**config.mk**
```make
export PLATFORM = sky130hd
export DESIGN_NAME = slow_bus_stretcher
export DESIGN_NICKNAME = d
export VERILOG_FILES = /design/src/rtl/sbs_pkg.sv /design/src/rtl/sbs_phase_gen.sv /design/src/rtl/sbs_stretch_fsm.sv /design/src/rtl/sbs_strobe_gate.sv /design/src/rtl/slow_bus_stretcher.sv
export SDC_FILE = /design/constraint.sdc
export NUM_CORES = 1
export LEC_CHECK = 0
export ABC_AREA = 1
export BUFFER_PORTS_ARGS = -buffer_cell sky130_fd_sc_hd__buf_2
export CORE_AREA = 2 2 39 41
export CTS_CLUSTER_DIAMETER = 80
export DETAILED_ROUTE_END_ITERATION = 6
export DIE_AREA = 0 0 41 43
export PLACE_DENSITY = 0.52
export SYNTH_ARGS = -nofsm -noshare
export SYNTH_HDL_FRONTEND = slang
export SYNTH_SLANG_ARGS = --single-unit
```
**constraint.sdc**
```tcl
create_clock -name clk_i -period 1.4 [get_ports clk_i]
set_input_delay 0.21 -clock clk_i [delete_from_list [all_inputs] [get_ports clk_i]]
set_output_delay 0.21 -clock clk_i [all_outputs]
set_load 0.02 [all_outputs]
```
**src/rtl/sbs_pkg.sv**
```systemverilog
package sbs_pkg;
  typedef enum logic [1:0] {PH_0 = 2'd0, PH_1 = 2'd1, PH_2 = 2'd2, PH_3 = 2'd3} sbs_phase_e;

  // both derived clocks fall on entry to this phase
  localparam sbs_phase_e PH_COINCIDE = PH_2;

  function automatic logic fast_clk_high(sbs_phase_e p);
    return p[0];
  endfunction

  function automatic logic bus_clk_high(sbs_phase_e p);
    return ~p[1];
  endfunction
endpackage

```
**src/rtl/sbs_phase_gen.sv**
```systemverilog
module sbs_phase_gen
  import sbs_pkg::*;
(
  input  logic       clk_i,
  input  logic       rst_ni,
  output sbs_phase_e ph_o,
  output sbs_phase_e ph_next_o,
  output logic       bus_clk_o
);
  sbs_phase_e ph_q;

  assign ph_next_o = sbs_phase_e'(ph_q + 2'd1);
  assign ph_o      = ph_q;
  assign bus_clk_o = bus_clk_high(ph_q);

  always_ff @(posedge clk_i or negedge rst_ni)
    if (!rst_ni) ph_q <= PH_0;
    else         ph_q <= ph_next_o;
endmodule

```
**src/rtl/sbs_stretch_fsm.sv**
```systemverilog
module sbs_stretch_fsm
  import sbs_pkg::*;
#(
  parameter int MIN_HOLD = 2
) (
  input  logic       clk_i,
  input  logic       rst_ni,
  input  sbs_phase_e ph_next_i,
  input  logic       slow_sel_i,
  input  logic       rw_i,
  output logic       phi_o,
  output logic       slow_o,
  output logic       we_o,
  output logic       first_hi_o
);
  localparam int HI_W = $clog2(MIN_HOLD + 1);
  localparam logic [HI_W-1:0] HI_MAX = HI_W'(MIN_HOLD);

  logic            phi_q, slow_q, we_q;
  logic [HI_W-1:0] hi_q;
  logic            fall;

  always_comb begin
    if (!slow_q) fall = ~fast_clk_high(ph_next_i);
    else         fall = (ph_next_i == PH_COINCIDE) && (hi_q >= HI_MAX);
  end

  always_ff @(posedge clk_i or negedge rst_ni) begin
    if (!rst_ni) begin
      phi_q  <= 1'b0;
      slow_q <= 1'b0;
      we_q   <= 1'b0;
      hi_q   <= '0;
    end else if (!phi_q) begin
      if (fast_clk_high(ph_next_i)) begin
        phi_q  <= 1'b1;
        slow_q <= slow_sel_i;
        we_q   <= rw_i;
        hi_q   <= HI_W'(1);
      end
    end else if (fall) begin
      phi_q  <= 1'b0;
      slow_q <= 1'b0;
    end else if (hi_q != HI_MAX) begin
      hi_q <= hi_q + HI_W'(1);
    end
  end

  assign phi_o      = phi_q;
  assign slow_o     = slow_q;
  assign we_o       = we_q;
  assign first_hi_o = phi_q && (hi_q == HI_W'(1));
endmodule

```
**src/rtl/sbs_strobe_gate.sv**
```systemverilog
module sbs_strobe_gate
  import sbs_pkg::*;
(
  input  logic       clk_i,
  input  logic       rst_ni,
  input  sbs_phase_e ph_i,
  input  logic       phi_i,
  input  logic       slow_i,
  input  logic       first_hi_i,
  input  logic       suppress_i,
  output logic       stb_o,
  output logic       second_o
);
  logic raw, seen_q;

  // bus clock rising edge, or immediate access when the cycle opens in bus-high
  assign raw = phi_i && slow_i &&
               ((ph_i == PH_0) || (ph_i == PH_1 && first_hi_i));

  always_ff @(posedge clk_i or negedge rst_ni)
    if (!rst_ni)     seen_q <= 1'b0;
    else if (!phi_i) seen_q <= 1'b0;
    else if (raw)    seen_q <= 1'b1;

  assign second_o = raw && seen_q;
  assign stb_o    = raw && !(suppress_i && seen_q);
endmodule

```
**src/rtl/slow_bus_stretcher.sv**
```systemverilog
module slow_bus_stretcher
  import sbs_pkg::*;
#(
  parameter int MIN_HOLD = 2
) (
  input  logic clk_i,
  input  logic rst_ni,
  input  logic slow_sel_i,
  input  logic rw_i,
  input  logic suppress_i,
  output logic phi_o,
  output logic bus_clk_o,
  output logic per_stb_o,
  output logic per_we_o,
  output logic second_o
);
  sbs_phase_e ph, ph_next;
  logic       slow_q, first_hi;

  sbs_phase_gen u_phase (
    .clk_i, .rst_ni,
    .ph_o      (ph),
    .ph_next_o (ph_next),
    .bus_clk_o (bus_clk_o)
  );

  sbs_stretch_fsm #(.MIN_HOLD(MIN_HOLD)) u_fsm (
    .clk_i, .rst_ni,
    .ph_next_i  (ph_next),
    .slow_sel_i (slow_sel_i),
    .rw_i       (rw_i),
    .phi_o      (phi_o),
    .slow_o     (slow_q),
    .we_o       (per_we_o),
    .first_hi_o (first_hi)
  );

  sbs_strobe_gate u_gate (
    .clk_i, .rst_ni,
    .ph_i       (ph),
    .phi_i      (phi_o),
    .slow_i     (slow_q),
    .first_hi_i (first_hi),
    .suppress_i (suppress_i),
    .stb_o      (per_stb_o),
    .second_o   (second_o)
  );
endmodule


```
======== Word-level counts from Yosys, hierarchy flattened ========
Cells that the tools add are included.
word-level totals
  bits in registers ....................... 8
  latch bits .............................. 0
  RAM bits ................................ 0
  memory bits (read-only) ................. 0
  input bits .............................. 5
  output and inout bits ................... 5
  logic and storage cells ................. 48
  memories ................................ 0
operators by class
  add/sub/neg operators ................... 2
  $mul .................................... 0
  div/mod/pow operators ................... 0
  magnitude comparators ................... 1
  eq/ne operators ......................... 8
  shift operators ......................... 0
  mux-type cells .......................... 13
  bitwise gates (word level) .............. 3
  reductions and logical operators ........ 15
operators with widths
  cell                   count
  $mux W1                9
  $logic_and A1 B1 Y1    8
  $mux W2                4
  $ne A2 B2 Y1 const B   4
  $add A2 B1 Y2 const B  2
  $eq A2 B1 Y1 const B   2
  $reduce_and A2 Y1      2
  $not A1 Y1             3
  $reduce_and A3 Y1      1
  $eq A2 B2 Y1 const B   1
  $ge A2 B2 Y1 const B   1
  $logic_not A2 Y1       1
  $ne A2 B1 Y1 const B   1
  $reduce_bool A2 Y1     1
  $logic_not A1 Y1       1
  $logic_or A1 B1 Y1     1

======== Longest topological paths before layout ========
  depth in word-level cells ............... 7
  gate-level depth with buffers ........... 9
  depth with buffers taken out ............ 9

======== By module ========
From an unflattened synthesis, not the netlist that was laid out.
second synthesis, totals
  cells, all modules ...................... 54
  area, all modules ....................... 431.7 um^2
modules (own cells, without submodules)
  module           instances  cells an instance  area each (um^2)  sequential area each (um^2)
  sbs_stretch_fsm  1          34                 287.8             125.1
  sbs_strobe_gate  1          13                 75.1              25.0
  sbs_phase_gen    1          7                  68.8              50.0

======== Worst setup path after synthesis ========
OpenSTA, ideal clock, no wires.
  path kind ............................... register to output
  from .................................... reg u_phase.ph_q[1] (netlist: u_phase.ph_o[1])
  to ...................................... out per_stb_o
  data arrival time ....................... 1.265 ns
  data required time ...................... 1.190 ns
  path slack .............................. -0.075 ns
  cell stages (with the launch flop) ...... 7
  buffers on the path ..................... 0
  cell sequence ........................... dfrtp_1 > inv_1 > ha_1 > a21oi_1 > nor2_1 > nand2_1 > a21oi_1
between the ends
  word-level cells in the longest chain between the ends .. 5
  elaborated cells on any way between the ends .. 6
  those cells by class .................... 1 x eq/ne; 5 x reduce/logical
RTL lines
  element                  line                      text
  start, declared          sbs_phase_gen.sv:10       sbs_phase_e ph_q;
  start signal, assigned   sbs_phase_gen.sv:18       else ph_q <= ph_next_o;
  $eq A2 B1 Y1             sbs_strobe_gate.sv:18     ((ph_i == PH_0) || (ph_i == PH_1 && first_hi_i));
  $logic_and A1 B1 Y1      sbs_strobe_gate.sv:18
  $logic_or A1 B1 Y1 (*)   sbs_strobe_gate.sv:18
  $logic_and A1 B1 Y1 (*)  sbs_strobe_gate.sv:17     assign raw = phi_i && slow_i &&
  $logic_and A1 B1 Y1 (*)  sbs_strobe_gate.sv:26     assign stb_o = raw && !(suppress_i && seen_q);
  end, declared            slow_bus_stretcher.sv:13  output logic per_stb_o,
Every way passes the cells marked *; elsewhere a longest branch is shown, timed or not.

======== Worst setup path after layout ========
  from .................................... reg u_fsm.hi_q[1]
  to ...................................... out per_stb_o
between the ends
  word-level cells in the longest chain between the ends .. 6
RTL lines
  element                 line                   text
  start, declared         sbs_stretch_fsm.sv:20  logic [HI_W-1:0] hi_q;
  start signal, assigned  sbs_stretch_fsm.sv:45  hi_q <= hi_q + HI_W'(1);
  $eq A2 B1 Y1            sbs_stretch_fsm.sv:52  assign first_hi_o = phi_q && (hi_q == HI_W'(1));
  $logic_and A1 B1 Y1     sbs_stretch_fsm.sv:52
  $logic_and A1 B1 Y1     sbs_strobe_gate.sv:18
  $logic_or A1 B1 Y1      sbs_strobe_gate.sv:18
  $logic_and A1 B1 Y1     sbs_strobe_gate.sv:17
  $logic_and A1 B1 Y1     sbs_strobe_gate.sv:26
No other way between the ends.

==> PnR_summary.wiki <==
{| class="wikitable"
! Metric !! Value
|-
| Buffer and inverter count on the worst path || 2
|-
| Width of the die || just over 40 um
|-
| Final WS setup || -0.179 ns
|-
| Layout area overhead || 40.2%
|-
| DR pass1 iterations || 4
|-
| Met3 WL post-DR || 34 um
|-
| Setup repair after global routing missed its margin || yes
|-
| Worst-case clock skew || 0.000456 ns
|-
| Nets@finish || 78
|-
| Net count after synthesis || 57
|-
| Setup slack of the worst register-to-register path || about 0.06 ns
|-
| Mapped cell area || between 400 and 500 um2
|-
| Violated checks || setup timing
|-
| Overflow left after global routing || 0
|-
| Delay contributed by the slowest stage of the critical path || about 0.38 ns
|-
| Routed wirelength normalized by instance count || between 10 and 15 um
|-
| Max Transition Viols Final || 0
|-
| Post-Syn Area per Cell || 8.76 um2
|-
| Highest metal layer with signal wires || met4
|-
| Share of post-route cells with drive strength above 1 || between 40 and 50%
|-
| Residual DRC || 0
|-
| H-tree depth || 1
|-
| Synth warnings || 0
|-
| DR vias/cell || ~4.6
|-
| Detailed placer's ending HPWL || slightly below 600 um
|-
| Commonest cells post-synth || sky130_fd_sc_hd__nand2_1 (11), sky130_fd_sc_hd__dfrtp_1 (8), sky130_fd_sc_hd__inv_1 (8)
|-
| Worst hold slack after final layout || 0.180 ns
|-
| Total met2 wirelength after detailed routing || between 400 and 500 um
|-
| # diodes || 0
|-
| Library cell used as clock root buffer || sky130_fd_sc_hd__clkbuf_4
|-
| Aggregate negative setup slack || -0.344 ns
|-
| Met1 Routed Length || roughly 380 um
|-
| Clock Sink Count || 8
|-
| Status || finished, violations left
|-
| Setup-failing EPs final || 2
|-
| Async set-reset flop share out of synthesis || 100%
|-
| Core Area || between 0.001 and 0.0015 mm2
|-
| Aggregate global-route resource usage || 12.9%
|-
| Power per cell area || 2000 mW/mm2
|-
| Wire length of the first global-routing pass || between 1 and 1.5 mm
|-
| Part of the Yosys area used for sequential elements || between 40% and 50%
|-
| Family with the most delay on the worst path || flip-flops
|-
| Largest area contributor in the synthesized netlist || sky130_fd_sc_hd__dfrtp_1
|-
| Count leader, synth || sky130_fd_sc_hd__nand2_1
|-
| Req. time, crit path || 1.19 ns
|-
| Number of global-route vias before repair || between 300 and 400
|-
| Worst Path Arrival || 1.37 ns
|-
| Total Routed Length || roughly 860 um
|-
| Top-Level Pins || 10
|-
| FMAX || between 600 and 700 MHz
|-
| Synth cell types || 14
|-
| Maximum buffer depth of the clock tree || 2
|-
| Count of port buffers added during placement || 9
|-
| Startpoint type of the worst setup path || flip-flop
|-
| Maximum ir drop on the vdd rail || between 0.9 and 1 mV
|-
| P_leak || 0.000327 uW
|-
| Initial antenna violation count || 0
|-
| Layout fillers || 142
|-
| Total via count after detailed routing || ~380
|-
| Portion of synthesized cell area occupied by the leading cell type || between 40% and 50%
|-
| CP Class || reg -> out
|-
| Final count of hold timing violations || 0
|-
| Critical path endpoint category || primary output
|-
| Highest fanout seen on the critical path || 3
|-
| Clock tree from TritonCTS || yes
|-
| Number of routed nets with antenna violations || 0
|-
| Latest clock arrival within the worst-skew pair || 0.26 ns
|-
| Effective utilization at floorplan || between 30% and 40%
|-
| Number of buffers created by CTS || 3
|-
| Area enclosed by the die boundary || approximately 0.0018 mm2
|-
| Period utilisation layout || 113%
|-
| Synth Flop Type || sky130_fd_sc_hd__dfrtp_1
|-
| Critical-path top delay cell || sky130_fd_sc_hd__dfrtp_1
|-
| Total of max-cap violations || 0
|-
| Final weighted congestion of routability-driven global placement || approximately 0.76
|-
| Number of instances in the synthesized netlist || 48
|-
| Overall die height || approximately 43 um
|-
| Slew at the pin closest to its max-slew limit || between 0.15 and 0.2 ns
|-
| Worst hold path class || in -> reg
|-
| Rel. slew slack || between 80 and 90%
|-
| Clock slew at reported path FFs || about 0.060 ns
|-
| Number of synthesized flops with an enable pin || 0
|-
| Post-synthesis register bit count || 8
|-
| Final period demand of the worst path || approximately 1.6 ns
|-
| Cell Rows || 14
|-
| Largest net degree at the start of global routing || 9
|-
| Cell types occupying the most area after synthesis || sky130_fd_sc_hd__dfrtp_1 (48%), sky130_fd_sc_hd__ha_1 (12%), sky130_fd_sc_hd__nand2_1 (9.8%)
|-
| Cell chain of the critical path || inv_1 -> ha_1 -> a21oi_1 -> nor2_1 -> nand2_2 -> a21oi_2 -> buf_6
|-
| DRC marker count from the first detailed-route iteration || 4
|}
==> timing repair <==
item                                   4_1_cts  5_1_grt
buffers inserted                             4        1
pin swaps                                    0        2
setup endpoints to repair                    2        3
endpoints found under the hold margin        8        0
hold buffers                                 1        0
resized for setup                            6        3
==> state kept, by name (all words and copies together) (netlist names) <==
signal,count
u_fsm.phi_o,1
u_fsm.hi_q,2
u_gate.seen_q,1
u_fsm.we_o,1
u_fsm.slow_o,1
u_phase.ph_o,2
==> cell families (layout without fill, tap and decap cells) <==
family	after synthesis	count (layout)	share of synthesized area (%)
AND/OR/NAND/NOR	20	20	21.4
buffers and inverters	9	28	8.04
flip-flops	8	8	47.6
AO/OA/AOI/OAI	6	6	8.33
adder cells (fa/ha/maj)	4	4	11.9
multiplexers	1	1	2.68
==> where the power goes <==
part / leakage (uW) / internal (uW) / total, uW / switching, uW
clock network: 0.0000138 / 99.0 / 190 / 91.2
registers: 0.0000935 / 315 / 376 / 60.3
logic: 0.000220 / 256 / 614 / 359
total: 0.000327 / 670 / 1180 / 510
==> placed cells by master (no fill, tap or decap) <==
cell	netlist	routed
sky130_fd_sc_hd__inv_1	8	6
sky130_fd_sc_hd__nand2_4	1	1
sky130_fd_sc_hd__nand3_1	4	4
sky130_fd_sc_hd__clkbuf_4	0	3
sky130_fd_sc_hd__ha_2	0	2
sky130_fd_sc_hd__ha_1	4	2
sky130_fd_sc_hd__a21oi_2	1	2
sky130_fd_sc_hd__nor2_1	3	2
sky130_fd_sc_hd__a21oi_1	2	1
sky130_fd_sc_hd__buf_2	0	7
sky130_fd_sc_hd__o21ai_0	2	2
sky130_fd_sc_hd__a31oi_1	1	1
sky130_fd_sc_hd__dlygate4sd3_1	0	1
sky130_fd_sc_hd__nand2_2	1	2
sky130_fd_sc_hd__nor2_2	0	1
sky130_fd_sc_hd__buf_4	0	6
sky130_fd_sc_hd__mux2_2	1	1
sky130_fd_sc_hd__nand2_1	11	10
sky130_fd_sc_hd__buf_6	0	2
sky130_fd_sc_hd__dfrtp_1	8	8
sky130_fd_sc_hd__inv_2	1	3
==> metrics by stage <==
stage / std cells / worst slack (ns) / cell area (um2) / utilization [%] / power, uW
2_1_floorplan: 48 / 0.0224 / 427 / - / 776
3_3_place_gp: 74 / 0.0737 / 499 / 36.1 / 903
3_5_place_dp: 74 / 0.0547 / 499 / 36.1 / 908
4_1_cts: 82 / -0.196 / 573 / 41.4 / 1160
5_1_grt: 83 / -0.271 / 589 / 42.6 / 1290
6_report: 83 / -0.179 / 589 / 42.6 / 1180
==> final timing paths <==
path | from | endpoint | cells after the start
worst max register to register | u_phase.ph_o[0] | u_fsm.we_o | 6
worst min-delay path | rw_i | u_fsm.we_o | 2
min in group asynchronous | rst_ni | u_gate.seen_q | 2
worst max-delay path | u_fsm.hi_q[1] | per_stb_o | 7
max in group asynchronous | rst_ni | u_fsm.hi_q[1] | 2
worst min register to register | u_fsm.we_o | u_fsm.we_o | 1
==> final cells by class <==
| cell class | count | area, um2 | area share, % |
|---|---|---|---|
| inverters | 9 | 33.8 | 5.73 |
| clock buffers | 3 | 22.5 | 3.82 |
| repair buffers | 16 | 113 | 19.1 |
| flip-flops and latches | 8 | 200 | 34.0 |
| well taps | 16 | 20.0 | 3.40 |
| multi-input cells | 31 | 200 | 34.0 |
==> layer usage <==
layer,GRT usage (%),vias to the layer above
li1,-,188
met1,14.0,175
met2,18.1,10
met3,4.71,5
met4,12.0,0
met5,0,-
Power figures use the tool's default switching activity.
